==> config.mk <==
export PLATFORM = sky130hd
export DESIGN_NAME = pwr_sleep_ctrl
export DESIGN_NICKNAME = d
export VERILOG_FILES = /design/src/rtl/pwr_sleep_pkg.sv /design/src/rtl/pwr_ctrl_reg.sv /design/src/rtl/pwr_mode_decode.sv /design/src/rtl/pwr_seq_fsm.sv /design/src/rtl/pwr_gate_ctrl.sv /design/src/rtl/pwr_sleep_ctrl.sv
export SDC_FILE = /design/constraint.sdc
export NUM_CORES = 1
export LEC_CHECK = 0
export BUFFER_PORTS_ARGS = -buffer_cell sky130_fd_sc_hd__buf_4
export CELL_PAD_IN_SITES_DETAIL_PLACEMENT = 0
export CELL_PAD_IN_SITES_GLOBAL_PLACEMENT = 1
export CORE_ASPECT_RATIO = 1.4
export CORE_MARGIN = 1
export CORE_UTILIZATION = 30
export CTS_BUF_LIST = sky130_fd_sc_hd__clkbuf_4
export DETAILED_ROUTE_END_ITERATION = 8
export GPL_TIMING_DRIVEN = 1
export PLACE_DENSITY = 0.72
export SETUP_SLACK_MARGIN = 0.3
export SLEW_MARGIN = 20
export SYNTH_ARGS = -nofsm -noshare
export SYNTH_HDL_FRONTEND = slang
export SYNTH_SLANG_ARGS = --single-unit
==> constraint.sdc <==
create_clock -name clk -period 2.6 [get_ports clk]
set_clock_uncertainty 0.1 [all_clocks]
set_input_delay 0.26 -clock clk [delete_from_list [all_inputs] [get_ports clk]]
set_output_delay 0.26 -clock clk [all_outputs]
set_load 0.02 [all_outputs]
==> src/rtl/pwr_sleep_pkg.sv <==
package pwr_sleep_pkg;

    typedef enum logic [1:0] {
        ST_RUN   = 2'd0,
        ST_SLEEP = 2'd1,
        ST_WAKE  = 2'd2,
        ST_HALT  = 2'd3
    } pwr_state_e;

    typedef struct packed {
        logic osc;
        logic async_tmr;
        logic adc;
        logic io;
        logic cpu;
    } clk_gate_t;

    localparam logic [2:0] MODE_IDLE  = 3'b000;
    localparam logic [2:0] MODE_ADCNR = 3'b001;
    localparam logic [2:0] MODE_PDOWN = 3'b010;
    localparam logic [2:0] MODE_PSAVE = 3'b011;
    localparam logic [2:0] MODE_RSV0  = 3'b100;
    localparam logic [2:0] MODE_RSV1  = 3'b101;
    localparam logic [2:0] MODE_STBY  = 3'b110;
    localparam logic [2:0] MODE_XSTBY = 3'b111;

    localparam int unsigned HALT_CYC = 4;

    localparam clk_gate_t GATE_ALL_ON = '{osc: 1'b1, async_tmr: 1'b1, adc: 1'b1, io: 1'b1, cpu: 1'b1};
    localparam clk_gate_t GATE_WAKING = '{osc: 1'b1, async_tmr: 1'b1, adc: 1'b1, io: 1'b1, cpu: 1'b0};

endpackage

==> src/rtl/pwr_ctrl_reg.sv <==
module pwr_ctrl_reg (
    input  logic       clk,
    input  logic       rst_n,
    input  logic       we_i,
    input  logic [7:0] wdata_i,
    input  logic       clear_i,
    output logic [7:0] rdata_o,
    output logic       se_o,
    output logic [2:0] mode_o
);
    localparam int SE_BIT   = 5;
    localparam int MODE_LSB = 2;

    logic [7:0] ctrl_q;

    always_ff @(posedge clk or negedge rst_n) begin
        if (!rst_n)       ctrl_q <= '0;
        else if (clear_i) ctrl_q <= '0;
        else if (we_i)    ctrl_q <= wdata_i;
    end

    assign rdata_o = ctrl_q;
    assign se_o    = ctrl_q[SE_BIT];
    assign mode_o  = ctrl_q[MODE_LSB +: 3];

    AST_CLEAR_ZEROES: assert property (@(posedge clk) disable iff (!rst_n)
        clear_i |=> (ctrl_q == 8'h00)) else $error("clear did not zero register");
endmodule

==> src/rtl/pwr_mode_decode.sv <==
module pwr_mode_decode
    import pwr_sleep_pkg::*;
(
    input  logic [2:0] mode_i,
    input  logic       xtal_i,
    output logic       legal_o,
    output logic       needs_start_o
);
    always_comb begin
        legal_o       = 1'b1;
        needs_start_o = 1'b0;
        unique case (mode_i)
            MODE_IDLE, MODE_ADCNR:  ;
            MODE_PDOWN, MODE_PSAVE: needs_start_o = 1'b1;
            MODE_RSV0, MODE_RSV1:   legal_o = 1'b0;
            MODE_STBY, MODE_XSTBY:  legal_o = xtal_i;
            default:                legal_o = 1'b0;
        endcase
    end
endmodule

==> src/rtl/pwr_seq_fsm.sv <==
module pwr_seq_fsm
    import pwr_sleep_pkg::*;
#(
    parameter int unsigned START_CYC = 16
) (
    input  logic       clk,
    input  logic       rst_n,
    input  logic       strobe_i,
    input  logic       se_i,
    input  logic [2:0] mode_i,
    input  logic       legal_i,
    input  logic       needs_start_i,
    input  logic       irq_i,
    input  logic       rst_req_i,
    output pwr_state_e state_o,
    output logic [2:0] mode_q_o,
    output logic       resume_o,
    output logic       reset_vec_o,
    output logic       clear_o
);
    localparam int unsigned MAXC = (START_CYC > HALT_CYC) ? START_CYC : HALT_CYC;
    localparam int unsigned CW   = $clog2(MAXC) + 1;

    pwr_state_e state_q, state_d;
    logic [CW-1:0] cnt_q, cnt_d;
    logic [2:0] mode_q, mode_d;
    logic start_q, start_d;
    logic resume_q, resume_d, rvec_q, rvec_d;

    always_comb begin
        state_d  = state_q;
        cnt_d    = cnt_q;
        mode_d   = mode_q;
        start_d  = start_q;
        resume_d = 1'b0;
        rvec_d   = 1'b0;
        unique case (state_q)
            ST_RUN: begin
                if (strobe_i && se_i && legal_i) begin
                    state_d = ST_SLEEP;
                    mode_d  = mode_i;
                    start_d = needs_start_i;
                end
            end
            ST_SLEEP: begin
                if (rst_req_i) begin
                    state_d = ST_RUN;
                    rvec_d  = 1'b1;
                end else if (irq_i) begin
                    if (start_q) begin
                        state_d = ST_WAKE;
                        cnt_d   = CW'(START_CYC - 1);
                    end else begin
                        state_d = ST_HALT;
                        cnt_d   = CW'(HALT_CYC - 1);
                    end
                end
            end
            ST_WAKE: begin
                if (rst_req_i) begin
                    state_d = ST_RUN;
                    rvec_d  = 1'b1;
                end else if (cnt_q == '0) begin
                    state_d = ST_HALT;
                    cnt_d   = CW'(HALT_CYC - 1);
                end else begin
                    cnt_d = cnt_q - 1'b1;
                end
            end
            ST_HALT: begin
                if (rst_req_i) begin
                    state_d = ST_RUN;
                    rvec_d  = 1'b1;
                end else if (cnt_q == '0) begin
                    state_d  = ST_RUN;
                    resume_d = 1'b1;
                end else begin
                    cnt_d = cnt_q - 1'b1;
                end
            end
            default: state_d = ST_RUN;
        endcase
    end

    always_ff @(posedge clk or negedge rst_n) begin
        if (!rst_n) begin
            state_q  <= ST_RUN;
            cnt_q    <= '0;
            mode_q   <= '0;
            start_q  <= 1'b0;
            resume_q <= 1'b0;
            rvec_q   <= 1'b0;
        end else begin
            state_q  <= state_d;
            cnt_q    <= cnt_d;
            mode_q   <= mode_d;
            start_q  <= start_d;
            resume_q <= resume_d;
            rvec_q   <= rvec_d;
        end
    end

    always_comb begin
        state_o     = state_q;
        mode_q_o    = mode_q;
        resume_o    = resume_q;
        reset_vec_o = rvec_q;
        clear_o     = rvec_d;
    end

    AST_ENTRY_NEEDS_SE: assert property (@(posedge clk) disable iff (!rst_n)
        (state_q == ST_RUN && !se_i) |=> (state_q == ST_RUN)) else $error("sleep without enable");
    AST_NO_RESERVED_SLEEP: assert property (@(posedge clk) disable iff (!rst_n)
        (state_q == ST_SLEEP) |-> !(mode_q == MODE_RSV0 || mode_q == MODE_RSV1)) else $error("reserved mode slept");
    AST_WAKE_ONLY_OSC_MODES: assert property (@(posedge clk) disable iff (!rst_n)
        (state_q == ST_WAKE) |-> (mode_q == MODE_PDOWN || mode_q == MODE_PSAVE)) else $error("delay in wrong mode");
    AST_HALT_BOUND: assert property (@(posedge clk) disable iff (!rst_n)
        (state_q == ST_HALT) |-> (cnt_q < CW'(HALT_CYC))) else $error("halt counter overrun");
    AST_RESUME_ONE_CYCLE: assert property (@(posedge clk) disable iff (!rst_n)
        resume_q |=> !resume_q) else $error("resume longer than one cycle");
    AST_RESUME_FROM_HALT: assert property (@(posedge clk) disable iff (!rst_n)
        $rose(resume_q) |-> ($past(state_q) == ST_HALT)) else $error("resume not after halt");
    AST_EXITS_EXCLUSIVE: assert property (@(posedge clk) disable iff (!rst_n)
        !(resume_q && rvec_q)) else $error("both exit pulses");
endmodule

==> src/rtl/pwr_gate_ctrl.sv <==
module pwr_gate_ctrl
    import pwr_sleep_pkg::*;
(
    input  pwr_state_e state_i,
    input  logic [2:0] mode_i,
    output clk_gate_t  gate_o
);
    clk_gate_t sleep_mask;

    always_comb begin
        sleep_mask = '0;
        unique case (mode_i)
            MODE_IDLE:  sleep_mask = GATE_WAKING;
            MODE_ADCNR: sleep_mask = '{osc: 1'b1, async_tmr: 1'b1, adc: 1'b1, io: 1'b0, cpu: 1'b0};
            MODE_PSAVE: sleep_mask = '{osc: 1'b0, async_tmr: 1'b1, adc: 1'b0, io: 1'b0, cpu: 1'b0};
            MODE_STBY:  sleep_mask = '{osc: 1'b1, async_tmr: 1'b0, adc: 1'b0, io: 1'b0, cpu: 1'b0};
            MODE_XSTBY: sleep_mask = '{osc: 1'b1, async_tmr: 1'b1, adc: 1'b0, io: 1'b0, cpu: 1'b0};
            default:    sleep_mask = '0;
        endcase
    end

    always_comb begin
        unique case (state_i)
            ST_RUN:   gate_o = GATE_ALL_ON;
            ST_SLEEP: gate_o = sleep_mask;
            default:  gate_o = GATE_WAKING;
        endcase
    end
endmodule

==> src/rtl/pwr_sleep_ctrl.sv <==
module pwr_sleep_ctrl
    import pwr_sleep_pkg::*;
#(
    parameter int unsigned START_CYC = 16
) (
    input  logic       clk,
    input  logic       rst_n,
    input  logic       reg_we_i,
    input  logic [7:0] reg_wdata_i,
    output logic [7:0] reg_rdata_o,
    input  logic       sleep_strobe_i,
    input  logic       xtal_src_i,
    input  logic       irq_i,
    input  logic       rst_req_i,
    output logic       clk_en_cpu_o,
    output logic       clk_en_io_o,
    output logic       clk_en_adc_o,
    output logic       clk_en_async_o,
    output logic       clk_en_osc_o,
    output logic [1:0] state_o,
    output logic       resume_o,
    output logic       reset_vec_o
);
    logic       se, legal, needs_start, clear;
    logic [2:0] mode_live, mode_held;
    pwr_state_e state;
    clk_gate_t  gate;

    pwr_ctrl_reg u_reg (
        .clk(clk), .rst_n(rst_n), .we_i(reg_we_i), .wdata_i(reg_wdata_i),
        .clear_i(clear), .rdata_o(reg_rdata_o), .se_o(se), .mode_o(mode_live)
    );

    pwr_mode_decode u_dec (
        .mode_i(mode_live), .xtal_i(xtal_src_i),
        .legal_o(legal), .needs_start_o(needs_start)
    );

    pwr_seq_fsm #(.START_CYC(START_CYC)) u_fsm (
        .clk(clk), .rst_n(rst_n), .strobe_i(sleep_strobe_i), .se_i(se),
        .mode_i(mode_live), .legal_i(legal), .needs_start_i(needs_start),
        .irq_i(irq_i), .rst_req_i(rst_req_i), .state_o(state),
        .mode_q_o(mode_held), .resume_o(resume_o), .reset_vec_o(reset_vec_o),
        .clear_o(clear)
    );

    pwr_gate_ctrl u_gate (.state_i(state), .mode_i(mode_held), .gate_o(gate));

    assign state_o        = state;
    assign clk_en_cpu_o   = gate.cpu;
    assign clk_en_io_o    = gate.io;
    assign clk_en_adc_o   = gate.adc;
    assign clk_en_async_o = gate.async_tmr;
    assign clk_en_osc_o   = gate.osc;

    AST_CPU_OFF_WHEN_NOT_RUN: assert property (@(posedge clk) disable iff (!rst_n)
        (state_o != 2'd0) |-> !clk_en_cpu_o) else $error("cpu clock on outside RUN");
    AST_RUN_ALL_ON: assert property (@(posedge clk) disable iff (!rst_n)
        (state_o == 2'd0) |-> (clk_en_cpu_o && clk_en_io_o && clk_en_adc_o && clk_en_async_o && clk_en_osc_o))
        else $error("clock off in RUN");
    AST_WAKE_KEEPS_REG: assert property (@(posedge clk) disable iff (!rst_n)
        resume_o |-> $stable(reg_rdata_o)) else $error("register changed on wake");
endmodule

==> results.cfg, run 1 <==
[clock_tree]
numClockSinks = 21
cts_tree = built
clk_latency_ps = 310
clk_pin_slew_ps = 120
cts_buffers = 3
clock_path_buffers = 2
postCtsSetupBuffers = 0
htree_levels = 1
cts_root_buffer = clkbuf_4

[route]
wirelength_um = 2360
vias_per_cell = 5.03
drc_errors = 0
firstDrtPassIters = 4
drtAntennaViolNets = 0
routedWlPerCell_um = 13.3
drt_first_iter_violations = 15
dr_total_vias = 895

[layout]
antenna_cells_inserted = 0
seq_area_um2 = 526
final_area_um2 = 1440
nNetsFinal = 159
multiInputGateArea_um2 = 564
layout.cells.non_filler = 178
syn_to_final_growth_pct = 27.9
drive_gt1_share_pct = 31.2
fill_cells = 337

[critical_path]
path_class = register to primary output
crit_chain = inv_1 -> ha_1 -> nor2_2 -> o21ai_1 -> a21o_1 -> buf_4
crit_end = clk_en_async_o
r2r_slack_ps = 730
crit_family = flip-flops
r2r-end = u_fsm.cnt_q[1]
critPathLaunchType = register
startpoint = u_fsm.state_o[0]
required_ps = 2240
cp-end-kind = primary output
cpMaxStageDelayCell = dfrtp_1
crit_path_max_incr_delay_ps = 440
cp.arrival_ps = 1770
r2r-start = u_fsm.state_o[0]
crit_cells = 6
ff2ff_path_depth = 6
cp_max_fo = 7
crit_buf_inv = 2

[floorplanning]
fp.dieH_um = 74.4
ioPinCount = 32
coreArea_um2 = 3470
num_rows = 25
initial_core_util_pct = 32.3
die_w_um = 53.7
die-area_um2 = 3990

[global_route]
antenna_found_initial = 0
met2_usage_pct = 23.7
grt_max_degree = 22
met3_usage_pct = 2.66
grt_remaining_overflow = 0
grt.busiest_layer = met2
grt_pass1_wl_um = 3960
grt_pass1_vias = 901
gr-usage-met1_pct = 15.6
grt_usage_pct = 13.6

[timing]
slew_violations = 0
hold_viol = 0
rsz0062_at_grt = no
worst_slew_pin_slew_ps = 762
fmax_ghz = 0.469
max_slew_margin_pct = 49.1
setup-violations-final = 0
setup_tns_ps = 0
layout_min_cycle_time_ps = 2130
fin_crit_sh_pct = 82.1
fin_ws_ps = 466

[min_path]
hold_path_class = primary input to register
holdPathStages = 2

[outcome]
status = completed

[yosys]
synth_warnings = 0
synth-async-reset-ratio_pct = 100
synth.avg_cell_area_um2 = 10.7
synth_cell_types = 33
synth_edf_count = 0
seq_area_frac_synth_pct = 46.8
ys.flop_type = dfrtp_1
synth_nets = 125
syn_inst = 105
ys_ff_latch = 21
synth_area_um2 = 1120

[placed_design]
dpl.hpwl_um = 1810
placed_cell_area_um2 = 1390
gp_congestion = 0.757
dpl.cell_count = 173
place_ws_ps = 693
portBuffers = 31

[pwr]
ir_drop_mv = 0.475
p_leak_nw = 0.690
cellPowerDensity_nw_per_um2 = 1050

[flow_run]
drv_cap = 0
-- placed cells by master (no fill, tap or decap) --
| cell | synthesis | layout |
|---|---|---|
| clkbuf_4 | 0 | 4 |
| and2_1 | 1 | 1 |
| o21ai_0 | 1 | 1 |
| ha_2 | 0 | 1 |
| o221ai_1 | 1 | 1 |
| nand2_1 | 5 | 5 |
| o22a_2 | 1 | 1 |
| o32ai_1 | 1 | 1 |
| o31ai_1 | 1 | 1 |
| a2bb2oi_1 | 1 | 1 |
| o22ai_1 | 1 | 1 |
| mux2_1 | 4 | 4 |
| buf_4 | 1 | 31 |
| nor2b_1 | 4 | 4 |
| o21a_1 | 1 | 1 |
| a2111oi_4 | 1 | 1 |
| nor2_2 | 1 | 2 |
| o21ai_1 | 5 | 5 |
| nor3_1 | 2 | 2 |
| nor4b_4 | 1 | 1 |
| dfrtp_1 | 21 | 21 |
| nor4b_1 | 1 | 1 |
| a211oi_2 | 1 | 1 |
| nand2b_1 | 2 | 2 |
| dlygate4sd3_1 | 0 | 1 |
| nor2_1 | 16 | 15 |
| mux2i_1 | 10 | 10 |
| a22oi_1 | 1 | 1 |
| inv_1 | 6 | 6 |
| ha_1 | 5 | 4 |
| xor2_1 | 1 | 1 |
| a21o_1 | 1 | 1 |
| a21oi_2 | 1 | 1 |
| a21oi_1 | 3 | 3 |
| nand3_1 | 1 | 1 |
-- cell families after synthesis --
| group | share of synthesized area (%) |
|---|---|
| adders and majority gates | 5.57 |
| muxes | 12.9 |
| xor gates and xnor gates | 0.781 |
| DFF | 46.8 |
| AOI/OAI and AO/OA | 14.8 |
| and+or+nand+nor | 15.7 |
| buffers and inverters | 3.34 |
-- worst min-delay path by stage --
| stage | from | endpoint |
|---|---|---|
| 3_5_place_dp | rst_n | u_fsm.cnt_q[2] |
| 6_report | rst_req_i | u_fsm.resume_o |
| 4_1_cts | rst_req_i | u_fsm.resume_o |
| 5_1_grt | rst_req_i | u_fsm.resume_o |
| 2_1_floorplan | rst_n | u_fsm.cnt_q[0] |
| 3_3_place_gp | rst_n | u_fsm.cnt_q[3] |
-- per-layer routing --
| layer | vias up | part of all wire [%] |
|---|---|---|
| met3 | 4 | 4.5 |
| met4 | 0 | 1.5 |
| met1 | 430 | 44 |
| met2 | 28 | 50 |
| li1 | 433 | - |
| met5 | - | 0 |
-- what timing repair did --
| item | 4_1_cts | 5_1_grt |
|---|---|---|
| hold endpoints to repair | 21 | 0 |
| setup endpoints to repair | 0 | 1 |
| resized for setup | 0 | 2 |
| hold buffers | 1 | 0 |
-- cell usage after synthesis (all sizes together), types with 2 or more instances --
| library cell | number | share of area, % |
|---|---|---|
| o21ai | 6 | 2.7 |
| mux2i | 10 | 8.9 |
| nor2b | 4 | 2.2 |
| nor4b | 2 | 2.9 |
| nor3 | 2 | 0.89 |
| nor2 | 17 | 5.9 |
| ha | 5 | 5.6 |
| nand2 | 5 | 1.7 |
| a21oi | 4 | 2.1 |
| inv | 6 | 2.0 |
| nand2b | 2 | 1.1 |
| dfrtp | 21 | 47 |
| mux2 | 4 | 4.0 |
| clkbuf | 2 | 0.67 |
-- flip-flops by register name (all words and copies together), names as in the netlist --
signal / count
u_reg.rdata_o: 8
u_fsm.start_q: 1
u_fsm.reset_vec_o: 1
u_fsm.resume_o: 1
u_fsm.mode_q_o: 3
u_fsm.cnt_q: 5
u_fsm.state_o: 2
-- report_power, final --
group,switching [mW],internal (mW)
combinational,0.458,0.349
clock,0.0996,0.0703
sequential,0.103,0.431
-- worst reg2reg max path, cell delays in order (launching register included) --
cell      delay, ps
dfrtp_1         440
inv_1           110
ha_1            300
o21ai_1         160
o221ai_1        240
nor3_1          280
a22oi_1         130
-- area by class of cell --
| class | count | area share [%] |
|---|---|---|
| clock buffer | 4 | 2.09 |
| inverter | 6 | 1.57 |
| multi-input combinational | 75 | 39.3 |
| sequential | 21 | 36.6 |
| tap | 40 | 3.49 |
| timing repair buffer | 32 | 16.9 |
-- stage by stage --
stage	hold slack, ps	util, %	power (mW)
after floorplan	-136	-	1.08
after global placement	63.4	40.0	1.32
after detailed placement	67.0	40.0	1.34
after CTS	21.3	41.2	1.53
after global routing	27.6	41.3	1.62
final	40.4	41.3	1.51
No activity file was read; power rests on OpenSTA's default activity.
==> run 2: changes to the inputs <==
--- a/config.mk
+++ b/config.mk
@@ -5,6 +5,7 @@
 export SDC_FILE = /design/constraint.sdc
 export NUM_CORES = 1
 export LEC_CHECK = 0
+export ABC_AREA = 1
 export BUFFER_PORTS_ARGS = -buffer_cell sky130_fd_sc_hd__buf_4
 export CELL_PAD_IN_SITES_DETAIL_PLACEMENT = 0
 export CELL_PAD_IN_SITES_GLOBAL_PLACEMENT = 1
@@ -14,7 +15,7 @@
 export CTS_BUF_LIST = sky130_fd_sc_hd__clkbuf_4
 export DETAILED_ROUTE_END_ITERATION = 8
 export GPL_TIMING_DRIVEN = 1
-export PLACE_DENSITY = 0.72
+export PLACE_DENSITY = 0.78
 export SETUP_SLACK_MARGIN = 0.3
 export SLEW_MARGIN = 20
 export SYNTH_ARGS = -nofsm -noshare
==> constraint.sdc (replaced) <==
create_clock -name clk -period 1.75 [get_ports clk]
set_clock_uncertainty 0.1 [all_clocks]
set_input_delay 0.175 -clock clk [delete_from_list [all_inputs] [get_ports clk]]
set_output_delay 0.175 -clock clk [all_outputs]
set_load 0.02 [all_outputs]
==> results.cfg, run 2 <==
[global_route]
grt_pass1_wl_um = 4900
grt_usage_pct = 16.3
antenna_found_initial = 0
grt_pass1_vias = 1179
grt_max_degree = 22
grt_remaining_overflow = 0

[layout]
antenna_cells_inserted = 0
final_common_cell = nand2_1
layout_common_cells = 49 x nand2_1, 35 x buf_4, 19 x dfrtp_1, 16 x inv_1, 10 x buf_6
fill_cells = 352
layout.cells.non_filler = 249
fin_util_pct = 49.7
nNetsFinal = 228
largest_register_ffs = 8
drive_gt1_share_pct = 40.6
syn_to_final_growth_pct = 58.5

[timing]
hold_viol = 0
holdWs_ps = 4.97
fin_crit_sh_pct = 103
layout_min_cycle_time_ps = 1810
worst_slew_pin_slew_ps = 388
max_slew_margin_pct = 74.1
fin_ws_ps = -58.3
rsz0062_at_grt = yes
setup-violations-final = 5
slew_violations = 0
setup_tns_ps = -129
fmax_ghz = 0.553

[floorplanning]
ioPinCount = 32
initial_core_util_pct = 31.3
coreArea_um2 = 3680
die-area_um2 = 4100
die_w_um = 54.4
fp.dieH_um = 75.3
num_rows = 26

[critical_path]
r2r-end = u_fsm.cnt_q[2]
startpoint = u_fsm.state_o[0]
r2r-start = u_fsm.state_o[1]
r2r_slack_ps = 0
crit_end = clk_en_async_o
path_class = register to primary output
ff2ff_path_depth = 12
cp-end-kind = primary output
critPathLaunchType = register
required_ps = 1470
cp_max_fo = 5
cp.arrival_ps = 1530

[route]
drt_first_iter_violations = 18
drc_errors = 0
vias_per_cell = 4.82
top_layer_used = met4
wl_met3_um = 154
met2_length_um = 1740
drtAntennaViolNets = 0
dr_total_vias = 1199
wirelength_um = 3020
routedWlPerCell_um = 12.1
firstDrtPassIters = 4
met1_length_um = 1070

[placed_design]
dpl.hpwl_um = 2130
dpl.cell_count = 223
portBuffers = 31
gp_congestion = 0.809

[yosys]
synthDominantCellAreaShare_pct = 45.6
yosys.area.top_type = dfrtp_1
synth_warnings = 0
synth-async-reset-ratio_pct = 100
synth_edf_count = 0
ys.flop_type = dfrtp_1
ys_top_cells_by_count = 55 x nand2_1, 21 x dfrtp_1, 20 x inv_1
synth_cell_types = 22
seq_area_frac_synth_pct = 45.6
synth_most_common_cell = nand2_1
ys_top_cells_by_area = dfrtp_1 46%, nand2_1 18%, inv_1 6.5%
syn_inst = 152
ys_ff_latch = 21
synth.avg_cell_area_um2 = 7.58
synth_area_um2 = 1150
synth_nets = 172

[pwr]
p_leak_nw = 0.885
cellPowerDensity_nw_per_um2 = 1550
ir_drop_mv = 0.689

[clock_tree]
clk_pin_slew_ps = 120
clk_latency_ps = 310
cts_tree = built
clock_path_buffers = 2
cts_buffers = 3
htree_levels = 1
cts_root_buffer = clkbuf_4
numClockSinks = 21

[outcome]
status = complete, but fails checks
violations = negative setup slack

[flow_run]
drv_cap = 0

[min_path]
hold_path_class = primary input to register
## run 2: cell count changes in the layout (fill, tap and decap cells not counted), moves of 7 or more
cell,delta
buf_6,+10
dlygate4sd3_1,+7
inv_1,+10
mux2i_1,-10
nand2_1,+44
nand2_2,+8
nor2_1,-12
## run 2: final cells by class
cell class / instances / area (um2) / share of cell area, %
clock buffer: 3 / 22.5 / 1.23
clock inverter: 1 / 5.00 / 0.274
inverter: 21 / 88.8 / 4.86
multi-input combinational: 108 / 674 / 36.9
sequential: 21 / 528 / 28.9
tap: 42 / 52.6 / 2.88
timing repair buffer: 53 / 455 / 24.9
## run 2: what timing repair did
| item | CTS | global route |
|---|---|---|
| endpoints found under the hold margin | 27 | 1 |
| pin swaps | 11 | 9 |
| resized for setup | 17 | 12 |
| buffers inserted | 10 | 4 |
| setup endpoints to repair | 13 | 16 |
| hold buffers | 7 | 1 |
## run 2: power breakdown
part / switching (mW) / leakage [nW] / internal (mW)
registers: 0.126 / 0.267 / 0.635
logic: 1.02 / 0.600 / 0.818
clock network: 0.156 / 0.0177 / 0.0855
total: 1.30 / 0.885 / 1.54
## run 2: worst min-delay path by stage
| stage | startpoint | slack (ps) | to | cells after the start |
|---|---|---|---|---|
| 6_report | reg_wdata_i[4] | 5 | u_reg.rdata_o[4] | 3 |
| 5_1_grt | reg_wdata_i[4] | 9 | u_reg.rdata_o[4] | 3 |
| 4_1_cts | reg_wdata_i[4] | 0.6 | u_reg.rdata_o[4] | 3 |
| 3_5_place_dp | rst_n | -20 | u_fsm.cnt_q[3] | 1 |
| 3_3_place_gp | rst_n | -20 | u_fsm.cnt_q[3] | 1 |
| 2_1_floorplan | rst_n | -220 | u_fsm.cnt_q[0] | 0 |
## run 2: logic make-up (layout without fill, tap and decap cells)
kind of cell / after synthesis / after routing / synth area share [%]
AOI/OAI and AO/OA: 20 / 20 / 8.90
adders and majority gates: 5 / 5 / 5.43
buffers and inverters: 23 / 78 / 8.03
DFF: 21 / 21 / 45.6
and+or+nand+nor: 83 / 83 / 32.0
## run 2: routing by layer
metal	vias up	GRT usage, %
met4	0	4.84
met1	567	16.3
met2	39	32.1
met5	-	0
met3	7	3.19
li1	586	-
## run 2: worst max-delay path, stage by stage (launching register included)
cell	delay, ps
dfrtp_2	440
inv_4	60
ha_4	180
nor3_4	300
o21ai_2	100
buf_6	140
## run 2: stage by stage
step,worst slack (ps),power [mW],cell area (um2)
CTS,-108,2.68,1750
global placement,204,2.16,1510
global route,-128,3.06,1830
finish,-58.3,2.84,1830
floorplan,269,1.77,1230
detailed placement,190,2.18,1510
